### config.mk
export PLATFORM = sky130hd
export DESIGN_NAME = flash_cmd_regs
export DESIGN_NICKNAME = d
export VERILOG_FILES = /design/src/rtl/flash_reg_pkg.sv /design/src/rtl/flash_cmd_ctrl.sv /design/src/rtl/flash_reg_dp.sv /design/src/rtl/flash_cmd_regs.sv
export SDC_FILE = /design/constraint.sdc
export NUM_CORES = 1
export LEC_CHECK = 0
export ABC_CLOCK_PERIOD_IN_PS = 5200
export BUFFER_PORTS_ARGS = -buffer_cell sky130_fd_sc_hd__buf_2
export CORE_UTILIZATION = 64
export CTS_BUF_LIST = sky130_fd_sc_hd__clkbuf_16
export DETAILED_ROUTE_END_ITERATION = 6
export GPL_ROUTABILITY_DRIVEN = 0
export PLACE_DENSITY = 0.86
export REMOVE_ABC_BUFFERS = 1
export SYNTH_ARGS = -nofsm -noshare
export SYNTH_HDL_FRONTEND = slang
export SYNTH_HIERARCHICAL = 1
export SYNTH_SLANG_ARGS = --single-unit
### constraint.sdc
create_clock -name clk -period 5.2 [get_ports clk]
set_input_delay 1.04 -clock clk [delete_from_list [all_inputs] [get_ports clk]]
set_output_delay 1.04 -clock clk [all_outputs]
set_load 0.05 [all_outputs]
### src/rtl/flash_reg_pkg.sv
package flash_reg_pkg;

  localparam int DATA_W = 16;

  // register select codes
  localparam int SEL_CMD  = 0;
  localparam int SEL_BUF  = 1;
  localparam int SEL_CFG1 = 2;
  localparam int SEL_CFG2 = 3;
  localparam int SEL_STAT = 4;
  localparam int SEL_INT  = 5;

  // bit positions
  localparam int ERR_CMD_BIT   = 10;
  localparam int ERR_ERASE_BIT = 11;
  localparam int ERR_PROG_BIT  = 12;
  localparam int ERR_LOAD_BIT  = 13;
  localparam int INT_RST_BIT   = 4;
  localparam int INT_ERASE_BIT = 5;
  localparam int INT_PROG_BIT  = 6;
  localparam int INT_LOAD_BIT  = 7;
  localparam int INT_MASTER    = 15;

  localparam logic [DATA_W-1:0] CFG1_INIT     = 16'h40C0;
  localparam logic [DATA_W-1:0] INT_COLD_INIT = 16'h8080;
  localparam logic [DATA_W-1:0] INT_WARM_INIT = 16'h8010;

  typedef enum logic [1:0] {
    OPC_NONE  = 2'd0,
    OPC_LOAD  = 2'd1,
    OPC_PROG  = 2'd2,
    OPC_ERASE = 2'd3
  } opClass_e;

  typedef struct packed {
    opClass_e cls;
    logic     immediate;
    logic     warm;
    logic     noop;
  } opInfo_t;

  // strobes from control to datapath
  typedef struct packed {
    logic              cmdAccept;
    logic              warmRst;
    logic [DATA_W-1:0] intSet;
    logic [DATA_W-1:0] errSet;
  } regStrobe_t;

  function automatic opInfo_t decodeOp(input logic [DATA_W-1:0] value);
    opInfo_t info;
    info = '{cls: OPC_NONE, immediate: 1'b0, warm: 1'b0, noop: 1'b0};
    case (value)
      16'h0000, 16'h0013:           info.cls = OPC_LOAD;
      16'h0080, 16'h001A, 16'h001B: info.cls = OPC_PROG;
      16'h0094, 16'h0095, 16'h0030: info.cls = OPC_ERASE;
      16'h0023, 16'h0027, 16'h002A,
      16'h002C, 16'h0065, 16'h0071: info.immediate = 1'b1;
      16'h00F0, 16'h00F3:           info.warm = 1'b1;
      16'h00B0:                     info.noop = 1'b1;
      default: ;
    endcase
    return info;
  endfunction

  function automatic logic [DATA_W-1:0] doneMask(input opClass_e cls);
    logic [DATA_W-1:0] m;
    m = '0;
    case (cls)
      OPC_LOAD:  m[INT_LOAD_BIT]  = 1'b1;
      OPC_PROG:  m[INT_PROG_BIT]  = 1'b1;
      OPC_ERASE: m[INT_ERASE_BIT] = 1'b1;
      default: ;
    endcase
    if (cls != OPC_NONE) m[INT_MASTER] = 1'b1;
    return m;
  endfunction

  function automatic logic [DATA_W-1:0] failMask(input opClass_e cls);
    logic [DATA_W-1:0] m;
    m = '0;
    case (cls)
      OPC_LOAD:  m[ERR_LOAD_BIT]  = 1'b1;
      OPC_PROG:  m[ERR_PROG_BIT]  = 1'b1;
      OPC_ERASE: m[ERR_ERASE_BIT] = 1'b1;
      default: ;
    endcase
    if (cls != OPC_NONE) m[ERR_CMD_BIT] = 1'b1;
    return m;
  endfunction

endpackage

### src/rtl/flash_cmd_ctrl.sv
module flash_cmd_ctrl
  import flash_reg_pkg::*;
(
  input  logic              clk,
  input  logic              rstN,
  input  logic              warmRstReq,
  input  logic              wrCmd,
  input  logic [DATA_W-1:0] wrData,
  input  logic              intPend,
  input  logic              opDone,
  input  logic              opFail,
  output regStrobe_t        stb,
  output logic              opStart,
  output logic [7:0]        opCode,
  output logic              busy
);

  opInfo_t  info;
  opClass_e pendCls;
  logic     cmdOk;
  logic     unknownOp;
  logic     finishing;

  always_comb begin
    info      = decodeOp(wrData);
    cmdOk     = wrCmd && !intPend && !busy;
    unknownOp = (info.cls == OPC_NONE) && !info.immediate && !info.warm && !info.noop;
    finishing = busy && opDone;

    stb           = '0;
    stb.cmdAccept = cmdOk;
    stb.warmRst   = warmRstReq || (cmdOk && info.warm);
    if (cmdOk && info.immediate) begin
      stb.intSet[INT_MASTER] = 1'b1;
    end
    if (cmdOk && unknownOp) begin
      stb.intSet[INT_MASTER]  = 1'b1;
      stb.errSet[ERR_CMD_BIT] = 1'b1;
    end
    if (finishing) begin
      stb.intSet = stb.intSet | doneMask(pendCls);
      if (opFail) stb.errSet = stb.errSet | failMask(pendCls);
    end
  end

  always_ff @(posedge clk or negedge rstN) begin
    if (!rstN) begin
      busy    <= 1'b0;
      opStart <= 1'b0;
      opCode  <= '0;
      pendCls <= OPC_NONE;
    end else if (stb.warmRst) begin
      busy    <= 1'b0;
      opStart <= 1'b0;
    end else begin
      opStart <= 1'b0;
      if (finishing) busy <= 1'b0;
      if (cmdOk && info.cls != OPC_NONE) begin
        busy    <= 1'b1;
        opStart <= 1'b1;
        opCode  <= wrData[7:0];
        pendCls <= info.cls;
      end
    end
  end

  // start strobe is a single cycle and always inside a busy window
  assert_start_single_R5: assert property (@(posedge clk) disable iff (!rstN)
    opStart |=> !opStart);
  assert_start_busy_R5: assert property (@(posedge clk) disable iff (!rstN)
    opStart |-> busy);
  assert_done_release_R5: assert property (@(posedge clk) disable iff (!rstN)
    (busy && opDone && !warmRstReq) |=> !busy);

endmodule

### src/rtl/flash_reg_dp.sv
module flash_reg_dp
  import flash_reg_pkg::*;
#(
  parameter int ADDR_W = 3,
  parameter int BUF_W  = 4,
  parameter int CNT_W  = 2
) (
  input  logic              clk,
  input  logic              rstN,
  input  regStrobe_t        stb,
  input  logic [ADDR_W-1:0] regAddr,
  input  logic              regWrEn,
  input  logic [DATA_W-1:0] wrData,
  output logic [DATA_W-1:0] rdData,
  output logic              intPend,
  output logic              intrOut,
  output logic              readyOut,
  output logic [CNT_W:0]    sectorCount
);

  localparam int BUF_LSB = 8;

  logic [DATA_W-1:0] cmdReg, cfg1, cfg2, status, intStat;
  logic [BUF_W-1:0]  bufAddr;
  logic [CNT_W-1:0]  cntCode;
  logic              wrBuf, wrCfg1, wrCfg2, wrInt;
  logic [DATA_W-1:0] intNext, statNext;

  always_comb begin
    wrBuf  = regWrEn && (regAddr == ADDR_W'(SEL_BUF));
    wrCfg1 = regWrEn && (regAddr == ADDR_W'(SEL_CFG1));
    wrCfg2 = regWrEn && (regAddr == ADDR_W'(SEL_CFG2));
    wrInt  = regWrEn && (regAddr == ADDR_W'(SEL_INT));

    // acknowledge first, then completion flags
    intNext = (wrInt ? (intStat & wrData) : intStat) | stb.intSet;
    statNext = status;
    if (!intNext[INT_MASTER]) statNext[ERR_LOAD_BIT:ERR_CMD_BIT] = '0;
    statNext = statNext | stb.errSet;
  end

  always_ff @(posedge clk or negedge rstN) begin
    if (!rstN) begin
      cmdReg   <= '0;
      cfg1     <= CFG1_INIT;
      cfg2     <= '0;
      status   <= '0;
      intStat  <= INT_COLD_INIT;
      bufAddr  <= '0;
      cntCode  <= CNT_W'(1);
      readyOut <= 1'b1;
    end else if (stb.warmRst) begin
      cmdReg   <= '0;
      cfg1     <= CFG1_INIT;
      cfg2     <= '0;
      status   <= '0;
      intStat  <= INT_WARM_INIT;
      bufAddr  <= '0;
      cntCode  <= CNT_W'(1);
      readyOut <= 1'b1;
    end else begin
      if (stb.cmdAccept) cmdReg <= wrData;
      if (wrBuf) begin
        bufAddr <= wrData[BUF_LSB +: BUF_W];
        cntCode <= wrData[CNT_W-1:0];
      end
      if (wrCfg1) begin
        cfg1     <= wrData;
        readyOut <= wrData[7];
      end
      if (wrCfg2) cfg2 <= wrData;
      intStat <= intNext;
      status  <= statNext;
    end
  end

  always_comb begin
    intPend     = intStat[INT_MASTER];
    intrOut     = intStat[INT_MASTER] ^ ~cfg1[6];
    sectorCount = (cntCode == '0) ? (CNT_W+1)'(1 << CNT_W) : {1'b0, cntCode};
    rdData      = '0;
    case (regAddr)
      ADDR_W'(SEL_CMD):  rdData = cmdReg;
      ADDR_W'(SEL_BUF): begin
        rdData[BUF_LSB +: BUF_W] = bufAddr;
        rdData[CNT_W-1:0]        = cntCode;
      end
      ADDR_W'(SEL_CFG1): rdData = {cfg1[DATA_W-1:5], 5'b0};
      ADDR_W'(SEL_CFG2): rdData = cfg2;
      ADDR_W'(SEL_STAT): rdData = status;
      ADDR_W'(SEL_INT):  rdData = intStat;
      default: ;
    endcase
  end

  // error flags only live while the master interrupt bit is set
  assert_err_needs_master_R3: assert property (@(posedge clk) disable iff (!rstN)
    !intStat[INT_MASTER] |-> (status[ERR_LOAD_BIT:ERR_CMD_BIT] == '0));
  // a pending interrupt freezes the command register
  assert_cmd_hold_R2: assert property (@(posedge clk) disable iff (!rstN)
    (intStat[INT_MASTER] && !stb.warmRst) |=> $stable(cmdReg));
  // ready line takes bit 7 of a configuration-1 write
  assert_ready_follow_R11: assert property (@(posedge clk) disable iff (!rstN)
    (wrCfg1 && !stb.warmRst) |=> (readyOut == $past(wrData[7])));

endmodule

### src/rtl/flash_cmd_regs.sv
module flash_cmd_regs
  import flash_reg_pkg::*;
#(
  parameter int ADDR_W = 3,
  parameter int BUF_W  = 4,
  parameter int CNT_W  = 2
) (
  input  logic              clk,
  input  logic              rstN,
  input  logic              warmRstReq,
  input  logic [ADDR_W-1:0] regAddr,
  input  logic              regWrEn,
  input  logic [15:0]       regWrData,
  output logic [15:0]       regRdData,
  output logic              opStart,
  output logic [7:0]        opCode,
  output logic [CNT_W:0]    opSectors,
  input  logic              opDone,
  input  logic              opFail,
  output logic              busy,
  output logic              intrOut,
  output logic              readyOut
);

  regStrobe_t stb;
  logic       intPend;
  logic       wrCmd;

  assign wrCmd = regWrEn && (regAddr == ADDR_W'(SEL_CMD));

  flash_cmd_ctrl u_ctrl (
    .clk        (clk),
    .rstN       (rstN),
    .warmRstReq (warmRstReq),
    .wrCmd      (wrCmd),
    .wrData     (regWrData),
    .intPend    (intPend),
    .opDone     (opDone),
    .opFail     (opFail),
    .stb        (stb),
    .opStart    (opStart),
    .opCode     (opCode),
    .busy       (busy)
  );

  flash_reg_dp #(
    .ADDR_W (ADDR_W),
    .BUF_W  (BUF_W),
    .CNT_W  (CNT_W)
  ) u_dp (
    .clk         (clk),
    .rstN        (rstN),
    .stb         (stb),
    .regAddr     (regAddr),
    .regWrEn     (regWrEn),
    .wrData      (regWrData),
    .rdData      (regRdData),
    .intPend     (intPend),
    .intrOut     (intrOut),
    .readyOut    (readyOut),
    .sectorCount (opSectors)
  );

endmodule

* Word level (Yosys, flattened, before mapping)
Index checks and enable logic that the tools add are counted. W data, S select, Z words.
Word-level totals: register bits after elaboration 99, logic and storage cells 133
Cells by class: equal/unequal tests 24, multiplexer cells 51, bitwise logic cells 8, reduce and logical (&&, ||, !) cells 38
Operator list (count):
- $mux W16 | 10
- $eq A16 B8 Y1 const B | 6
- $eq A16 B6 Y1 const B | 5
- $eq A16 B5 Y1 const B | 3
- $or A16 B16 Y16 | 3
- $eq A16 B7 Y1 const B | 2
- $mux W32 | 1
- $pmux W6 S5 | 1
- $mux W1 | 29
- $pmux W4 S6 | 1
- $pmux W4 S5 | 1
- $and A16 B16 Y16 | 1
- $logic_not A16 Y1 | 1
- $logic_and A1 B1 Y1 | 15
- $or A11 B14 Y14 | 1
- $mux W4 | 3
- $reduce_bool A2 Y1 | 6
- $pmux W2 S5 | 1
- $eq A3 B2 Y1 const B | 2
- $eq A3 B3 Y1 const B | 2
- $pmux W2 S3 | 1
- $reduce_or A3 Y1 | 2
- $reduce_or A6 Y1 | 1
- $logic_not A1 Y1 | 5
- other kinds (13) | 18

* Longest topological paths before layout
Gate-level depths: netlist of the first run.
depth after elaboration 16, depth in mapped cells 9, depth with buffers taken out 8

* Hierarchy
Netlist of the first run, hierarchy kept.
Modules (own cells, without submodules):
- flash_reg_dp | times used 1, cells each 398, area each 4006.3 µm²
- flash_cmd_ctrl | times used 1, cells each 116, area each 1169.9 µm²
- flash_cmd_regs | times used 1, cells each 1, area each 15.0 µm²

* Worst setup path after synthesis of the first run
No wires, ideal clock.
path type input port to output port, from input port regAddr[0], to output port regRdData[12], arrival 2.405 ns, data required time 4.160 ns, slack 1.755 ns, stages 5, path buffers 2, path through buf_6 > and2_2 > clkbuf_1 > a22oi_1 > o221ai_1
Between the ends: word-level cells in the longest chain between the ends 2, elaborated cells on any way between the ends 6
Ends and longest elaborated chain:
- from (decl) | RTL line flash_cmd_regs.sv:11 | input logic [ADDR_W-1:0] regAddr,
- $eq A3 B3 Y1, or another cell as far along | RTL line flash_reg_dp.sv:82 | case (regAddr)
- $pmux W4 S5 * | RTL line flash_reg_dp.sv:82
- to (decl) | RTL line flash_cmd_regs.sv:14 | output logic [15:0] regRdData,
Mark *: on every way between the ends. The rest lies on a longest branch, timed or not.

* Final worst setup path of the first run
from input port regAddr[0], to output port regRdData[9]
Between the ends: word-level cells in the longest chain between the ends 2, elaborated cells on any way between the ends 7
Ends and longest elaborated chain (RTL line):
- $eq A3 B3 Y1, or another cell as far along | flash_reg_dp.sv:82
- $pmux W4 S6 * | flash_reg_dp.sv:82
Marks and branches as above.

==> impl_metrics.ini, run 1 <==
[drt]
drc = 0
routed_via_density = 6.17
drt_iter0_drc = 328
dr.pass1.iters = 7
wire_per_inst_um = 18.0
via_count = 4031
antenna_left = 0
routed_wl_um = 11700

[floorplanning]
start_util_pct = 66.8
dieWidth_um = 92.1
boundaryPins = 56
chipHeight_um = 92.1
dieArea_um2 = 8480
rows = 32
coreArea_um2 = 7770

[worst_setup_path]
crit_path_top_delay_cell = buf_2
crit_fanout = 35
startpoint_type = input port
path_class = input port to output pin
cpLargestDelayFamily = buffers and inverters
cp-end-kind = output pin
required_ps = 4160
cpPeakStageDelay_ps = 620
critPathBufInv = 2
cp_common_cell = buf_2
crit_chain = buf_2 > mux4_2 > a22o_1 > buf_2
critical_path_arrival_ps = 2680

[clock_tree]
clock_tree.root_cell = clkbuf_16
hold_buffers = 0
cts_tree = built
h-tree-depth = 3
cts.sinks = 93
cts_resized = 0
path_clk_slew_ps = 60
cts_setup_buffers = 0
clock_path_buffers = 2
numCtsBuffers = 9
clkLatencyLatePin_ps = 340

[synth]
syn_area_um2 = 5190
ys.flop_type = dfrtp_1
ys_seq_area_share_pct = 45.0
yosysMostFrequentCell = dfrtp_1
synth_edf_count = 0
netlist_top_cells_count = dfrtp_1 (87), nor2_1 (63), nand2_1 (47), mux2i_1 (40), a21oi_1 (35)
yosysTopAreaCellShare_pct = 41.9
synth_cells = 515
synthTopCellsByArea = dfrtp_1 (42%), mux2i_1 (7.7%), buf_4 (4.8%), nor2_1 (4.6%), nand2_1 (3.4%)
synthArstFlopShare_pct = 100
postSynthAreaPerCell_um2 = 10.1
ys_warn_count = 6
synth.largest_area_cell = dfrtp_1
ys_types = 70
synth-seq-cells = 93

[power_and_ir_drop]
ir_drop_v = 0.000153
pwr_density_cell_nw_per_um2 = 277
p_leak_uw = 0.00248

[cells_and_area]
area_growth_pct = 6.53
final_nets = 571
antenna_cells = 0
drive_above_1_share_pct = 22.3
final_cells = 653
post-route-cell-area_um2 = 5530

[timing]
rsz0062_at_grt = false
finalCritPeriodShare_pct = 71.6
hold_viol_final = 0
fin_skew_ps = 5.61
tightestPinTransition_ps = 1060
slew_violations = 0
relSlewSlack_pct = 28.8
fmax_ghz = 0.269
setup-violations-final = 0
post-route-min-period_ps = 3720
hold_ws_ps = 498
tns_ps = 0

[placed_design]
placed_area_um2 = 5260
dp_cells = 637
dp_hpwl_um = 7410
placement.io_buffers = 55

[job]
maxCapViolations = 0

[global_route]
grt_max_degree = 60
overflow = 0
grt_first_pass_wirelength_um = 19000
antenna_found_initial = 0
grt_util_all_layers_pct = 29.0
grt_pass1_vias = 3795

[outcome]
status = finished clean

[hold_path]
hold_path.class = register to register
[final cells by class]
class | count | area (um2)
Tap cell | 102 | 128
Clock inverter | 7 | 43.8
Fill cell | 558 | 2240
Timing Repair Buffer | 59 | 308
Inverter | 22 | 82.6
Sequential cell | 93 | 2330
Clock buffer | 9 | 225
Multi-Input combinational cell | 361 | 2410
[path summary, 6_finish.rpt]
path | startpoint | end | slack [ps] | cells past startpoint
setup reg to reg | u_ctrl/busy | u_dp/cfg2[0] | 2970 | 5
setup / recovery | regAddr[0] | regRdData[9] | 1480 | 4
min in group asynchronous | rstN | u_dp/cfg2[0] | 650 | 1
max in group asynchronous | rstN | u_dp/cfg2[8] | 3440 | 2
hold / removal | u_dp/status[0] | u_dp/status[0] | 500 | 2
hold reg to reg | u_dp/status[0] | u_dp/status[0] | 500 | 2
[per-layer routing]
metal / part of all wire (%) / wire [um] / global-route usage, %
met1: 44 / 5140 / 40.2
met2: 48 / 5630 / 45.5
met3: 6.2 / 731 / 4.56
met4: 2.0 / 238 / 12.8
met5: 0 / 0 / 0
[worst register-to-register path, stage by stage, from the launching register on]
cell	delay (ps)
dfrtp_1	430
or3b_4	440
inv_1	90
a41o_2	600
buf_4	420
a21oi_1	110
[per-stage QoR]
step	power, uW	util, %	setup slack (ps)
6_report	1530	71.2	1480
5_1_grt	1590	71.2	1380
4_1_cts	1540	71.2	1490
3_5_place_dp	948	67.7	1500
3_3_place_gp	942	67.7	1530
2_1_floorplan	865	-	1210
[where the power goes]
part	internal [uW]	switching (uW)	leakage, uW
clock	320	273	0.000128
sequential	743	11.0	0.00124
combinational	52.4	132	0.00111
[layout by cell type (no fill, tap or decap), drive strengths merged, types with 4 or more instances in the layout]
cell type,synthesis,layout
and2,6,6
o221ai,10,10
dfstp,6,6
clkinv,0,4
mux2,17,17
clkbuf,14,9
dfrtp,87,87
nand2,47,47
nor2,65,65
and3,4,4
inv,22,23
a22oi,11,11
nor4,5,5
nor3,6,6
conb,1,24
o2bb2ai,5,5
nand4b,4,4
a211o,4,4
buf,48,59
o21ai,25,25
nor2b,9,9
a21oi,35,35
mux2i,40,40
[flip-flops by register name (all words and copies together), names as in the netlist]
register / flops
u_dp/cmdReg: 16
u_dp/cfg1: 11
u_ctrl/pendCls: 2
u_dp/cntCode: 2
u_dp/cfg2: 16
u_ctrl/busy: 1
u_dp/bufAddr: 4
u_ctrl/opStart: 1
u_dp/status: 16
u_ctrl/opCode: 8
u_dp/intStat: 16
[cell families (layout without fill, tap and decap cells)]
logic type	after synthesis	count (layout)	synth area share (%)
muxes	58	58	12.3
xor gates and xnor gates	3	3	0.506
other	1	24	0.0722
DFF	93	93	45.0
and+or+nand+nor	167	167	17.1
buffers and inverters	84	97	10.3
AOI/OAI and AO/OA	109	109	14.7
(Power assumes the default switching activity.)
==> run 2: changes to the inputs <==
--- a/config.mk
+++ b/config.mk
@@ -5,13 +5,14 @@
 export SDC_FILE = /design/constraint.sdc
 export NUM_CORES = 1
 export LEC_CHECK = 0
-export ABC_CLOCK_PERIOD_IN_PS = 5200
+export ABC_AREA = 1
+export ABC_CLOCK_PERIOD_IN_PS = 3600
 export BUFFER_PORTS_ARGS = -buffer_cell sky130_fd_sc_hd__buf_2
-export CORE_UTILIZATION = 64
+export CORE_UTILIZATION = 59
 export CTS_BUF_LIST = sky130_fd_sc_hd__clkbuf_16
 export DETAILED_ROUTE_END_ITERATION = 6
 export GPL_ROUTABILITY_DRIVEN = 0
-export PLACE_DENSITY = 0.86
+export PLACE_DENSITY = 0.8
 export REMOVE_ABC_BUFFERS = 1
 export SYNTH_ARGS = -nofsm -noshare
 export SYNTH_HDL_FRONTEND = slang
==> constraint.sdc (replaced) <==
create_clock -name clk -period 3.6 [get_ports clk]
set_input_delay 0.72 -clock clk [delete_from_list [all_inputs] [get_ports clk]]
set_output_delay 0.72 -clock clk [all_outputs]
set_load 0.05 [all_outputs]
==> run 2 against run 1 <==
Synthesized cell count rose by 30%. Hold slack lost 190 ps. Global-route usage up 1.0 points. Setup slack worse by 840 ps. Power is 60% higher. Combinational power rose by 95%. Via count grew 13%. Non-clock buffer count is 8 higher. Area after synthesis is 1.2% lower. Critical endpoint is now regRdData[7].
==> impl_metrics.ini, run 2 <==
[clock_tree]
clkLatencyLatePin_ps = 340
numCtsBuffers = 9
path_clk_slew_ps = 70
clock_path_buffers = 2
cts_resized = 0
hold_buffers = 0
cts.sinks = 93
cts_tree = built
h-tree-depth = 3
cts_setup_buffers = 0
clock_tree.root_cell = clkbuf_16

[worst_setup_path]
path_class = input port to output pin
critical_path_arrival_ps = 2250
crit_chain = buf_2 > nor2_2 > nand2_1 > inv_1 > nand2_1 > nand2_1 > a21oi_1 > o211ai_1 > buf_2
cp_common_cell = nand2_1
required_ps = 2880
cp-end-kind = output pin
startpoint_type = input port
crit_fanout = 13
crit_path_top_delay_cell = inv_1
cpPeakStageDelay_ps = 450

[cells_and_area]
layout.cells.most_common_list = nand2_1 (171), dfrtp_1 (87), inv_1 (77)
fillCellCount = 693
final_cells = 833
antenna_cells = 0
final_nets = 748
drive_above_1_share_pct = 18.4
post-route-util_pct = 68.7
layout_commonest_cell = nand2_1
area_growth_pct = 11.2

[outcome]
status = finished clean

[power_and_ir_drop]
power_switching_uw = 707
power_uw = 2450
p_int_uw = 1740
pwr_density_cell_nw_per_um2 = 430
clkPwrFrac_pct = 38.6
p_sw_share_pct = 28.8
p_comb_share_pct = 14.7
ir_drop_v = 0.000207
p_seq_share_pct = 46.7
p_leak_uw = 0.00297

[timing]
hold_viol_final = 0
tns_ps = 0
slew_violations = 0
rsz0062_at_grt = false
post-route-min-period_ps = 2970
relSlewSlack_pct = 61.9
setup-violations-final = 0
tightestPinTransition_ps = 571
fin_skew_ps = 5.66
finalCritPeriodShare_pct = 82.4
fmax_ghz = 0.337
hold_ws_ps = 306

[floorplanning]
rows = 33
dieWidth_um = 95.2
boundaryPins = 56
dieArea_um2 = 9070
chipHeight_um = 95.2
coreArea_um2 = 8300
start_util_pct = 61.8

[drt]
routed_via_density = 5.48
via_count = 4565
routed_wl_um = 13000
dr.pass1.iters = 5
drc = 0
wire_per_inst_um = 15.6
antenna_left = 0
drt_iter0_drc = 319

[synth]
yosysTopAreaCellShare_pct = 42.5
ys_seq_area_share_pct = 45.5
ys_warn_count = 6
syn_area_um2 = 5130
synthTopCellsByArea = dfrtp_1 (42%), nand2_1 (13%), nand3_1 (6.1%), inv_1 (5.6%), nor2_1 (5.5%)
synth_edf_count = 0
yosysMostFrequentCell = nand2_1
synth_cells = 670
synth.largest_area_cell = dfrtp_1
ys.flop_type = dfrtp_1
synth-seq-cells = 93
postSynthAreaPerCell_um2 = 7.65
synthArstFlopShare_pct = 100
ys_types = 38
netlist_top_cells_count = nand2_1 (171), dfrtp_1 (87), inv_1 (76), nor2_1 (75), nand3_1 (62)

[global_route]
grt_util_all_layers_pct = 30.1
overflow = 0
grt_first_pass_wirelength_um = 20600
antenna_found_initial = 0
grt_max_degree = 34
grt_pass1_vias = 4289

[placed_design]
dp_cells = 817
dp_hpwl_um = 8800
placement.io_buffers = 55

[hold_path]
hold_path.class = input port to async pin

[job]
maxCapViolations = 0
run 2: cell count changes after synthesis, sizes merged, moves of 7 or more:
cell    delta
nand2    +136
nand3     +61
inv       +59
mux2i     -40
nor2      +20
o21ai     +11
o221ai    -10
nor2b      -9
buf        -8
a22oi      -7
run 2: worst max-delay path, delay by kind of cell:
kind / cells / cell delay [ps]
AO/OA/AOI/OAI: 2 / 130
AND/OR/NAND/NOR: 4 / 510
buffers and inverters: 3 / 890
run 2: logic make-up (layout without fill, tap and decap cells):
group	count (synthesis)	count (layout)	synth area share [%]
AOI/OAI and AO/OA	78	78	8.42
xor gates and xnor gates	3	3	0.513
muxes	13	13	2.86
and+or+nand+nor	351	351	30.6
DFF	93	93	45.5
buffers and inverters	131	166	12.0
other	1	24	0.0731
run 2: metrics by stage:
step	worst slack, ps	area (um2)
finish	634	5700
global route	551	5700
CTS	684	5700
detailed placement	682	5410
global placement	710	5410
floorplan	305	4910
run 2: path summary, 6_finish.rpt:
kind                             startpoint               end  slack, ps  cells past startpoint
setup / recovery                 regAddr[1]      regRdData[7]        630                      9
hold / removal                         rstN  u_dp/intStat[13]        310                      1
setup reg to reg           u_dp/intStat[15]    u_dp/cmdReg[0]       1650                      5
hold reg to reg              u_dp/status[7]    u_dp/status[7]        500                      2
max in group asynchronous              rstN   u_dp/cntCode[0]       2490                      2
min in group clk             u_dp/status[7]    u_dp/status[7]        500                      2
run 2: per-layer routing:
metal	wire [um]	up-vias	GRT usage, %
li1	-	2174	-
met1	5550	2199	40.1
met2	6390	170	50.3
met3	863	22	4.39
met4	191	0	9.97
met5	0	-	0
run 2: area by class of cell:
class                           instances  area, um2  share of cell area [%]
Clock buffer                            9        225                    3.95
Clock inverter                          7       67.6                    1.19
Inverter                               83        312                    5.47
Multi-Input combinational cell        469       2260                    39.7
Sequential cell                        93       2330                    41.0
Tap cell                              105        131                    2.30
Timing Repair Buffer                   67        368                    6.45
run 2: power groups by stage:
stage / clock network [uW] / logic [uW] / registers [uW]
floorplan: 0 / 217 / 1160
global placement: 0 / 348 / 1160
detailed placement: 0 / 356 / 1160
CTS: 948 / 358 / 1140
global route: 988 / 393 / 1150
finish: 945 / 360 / 1140
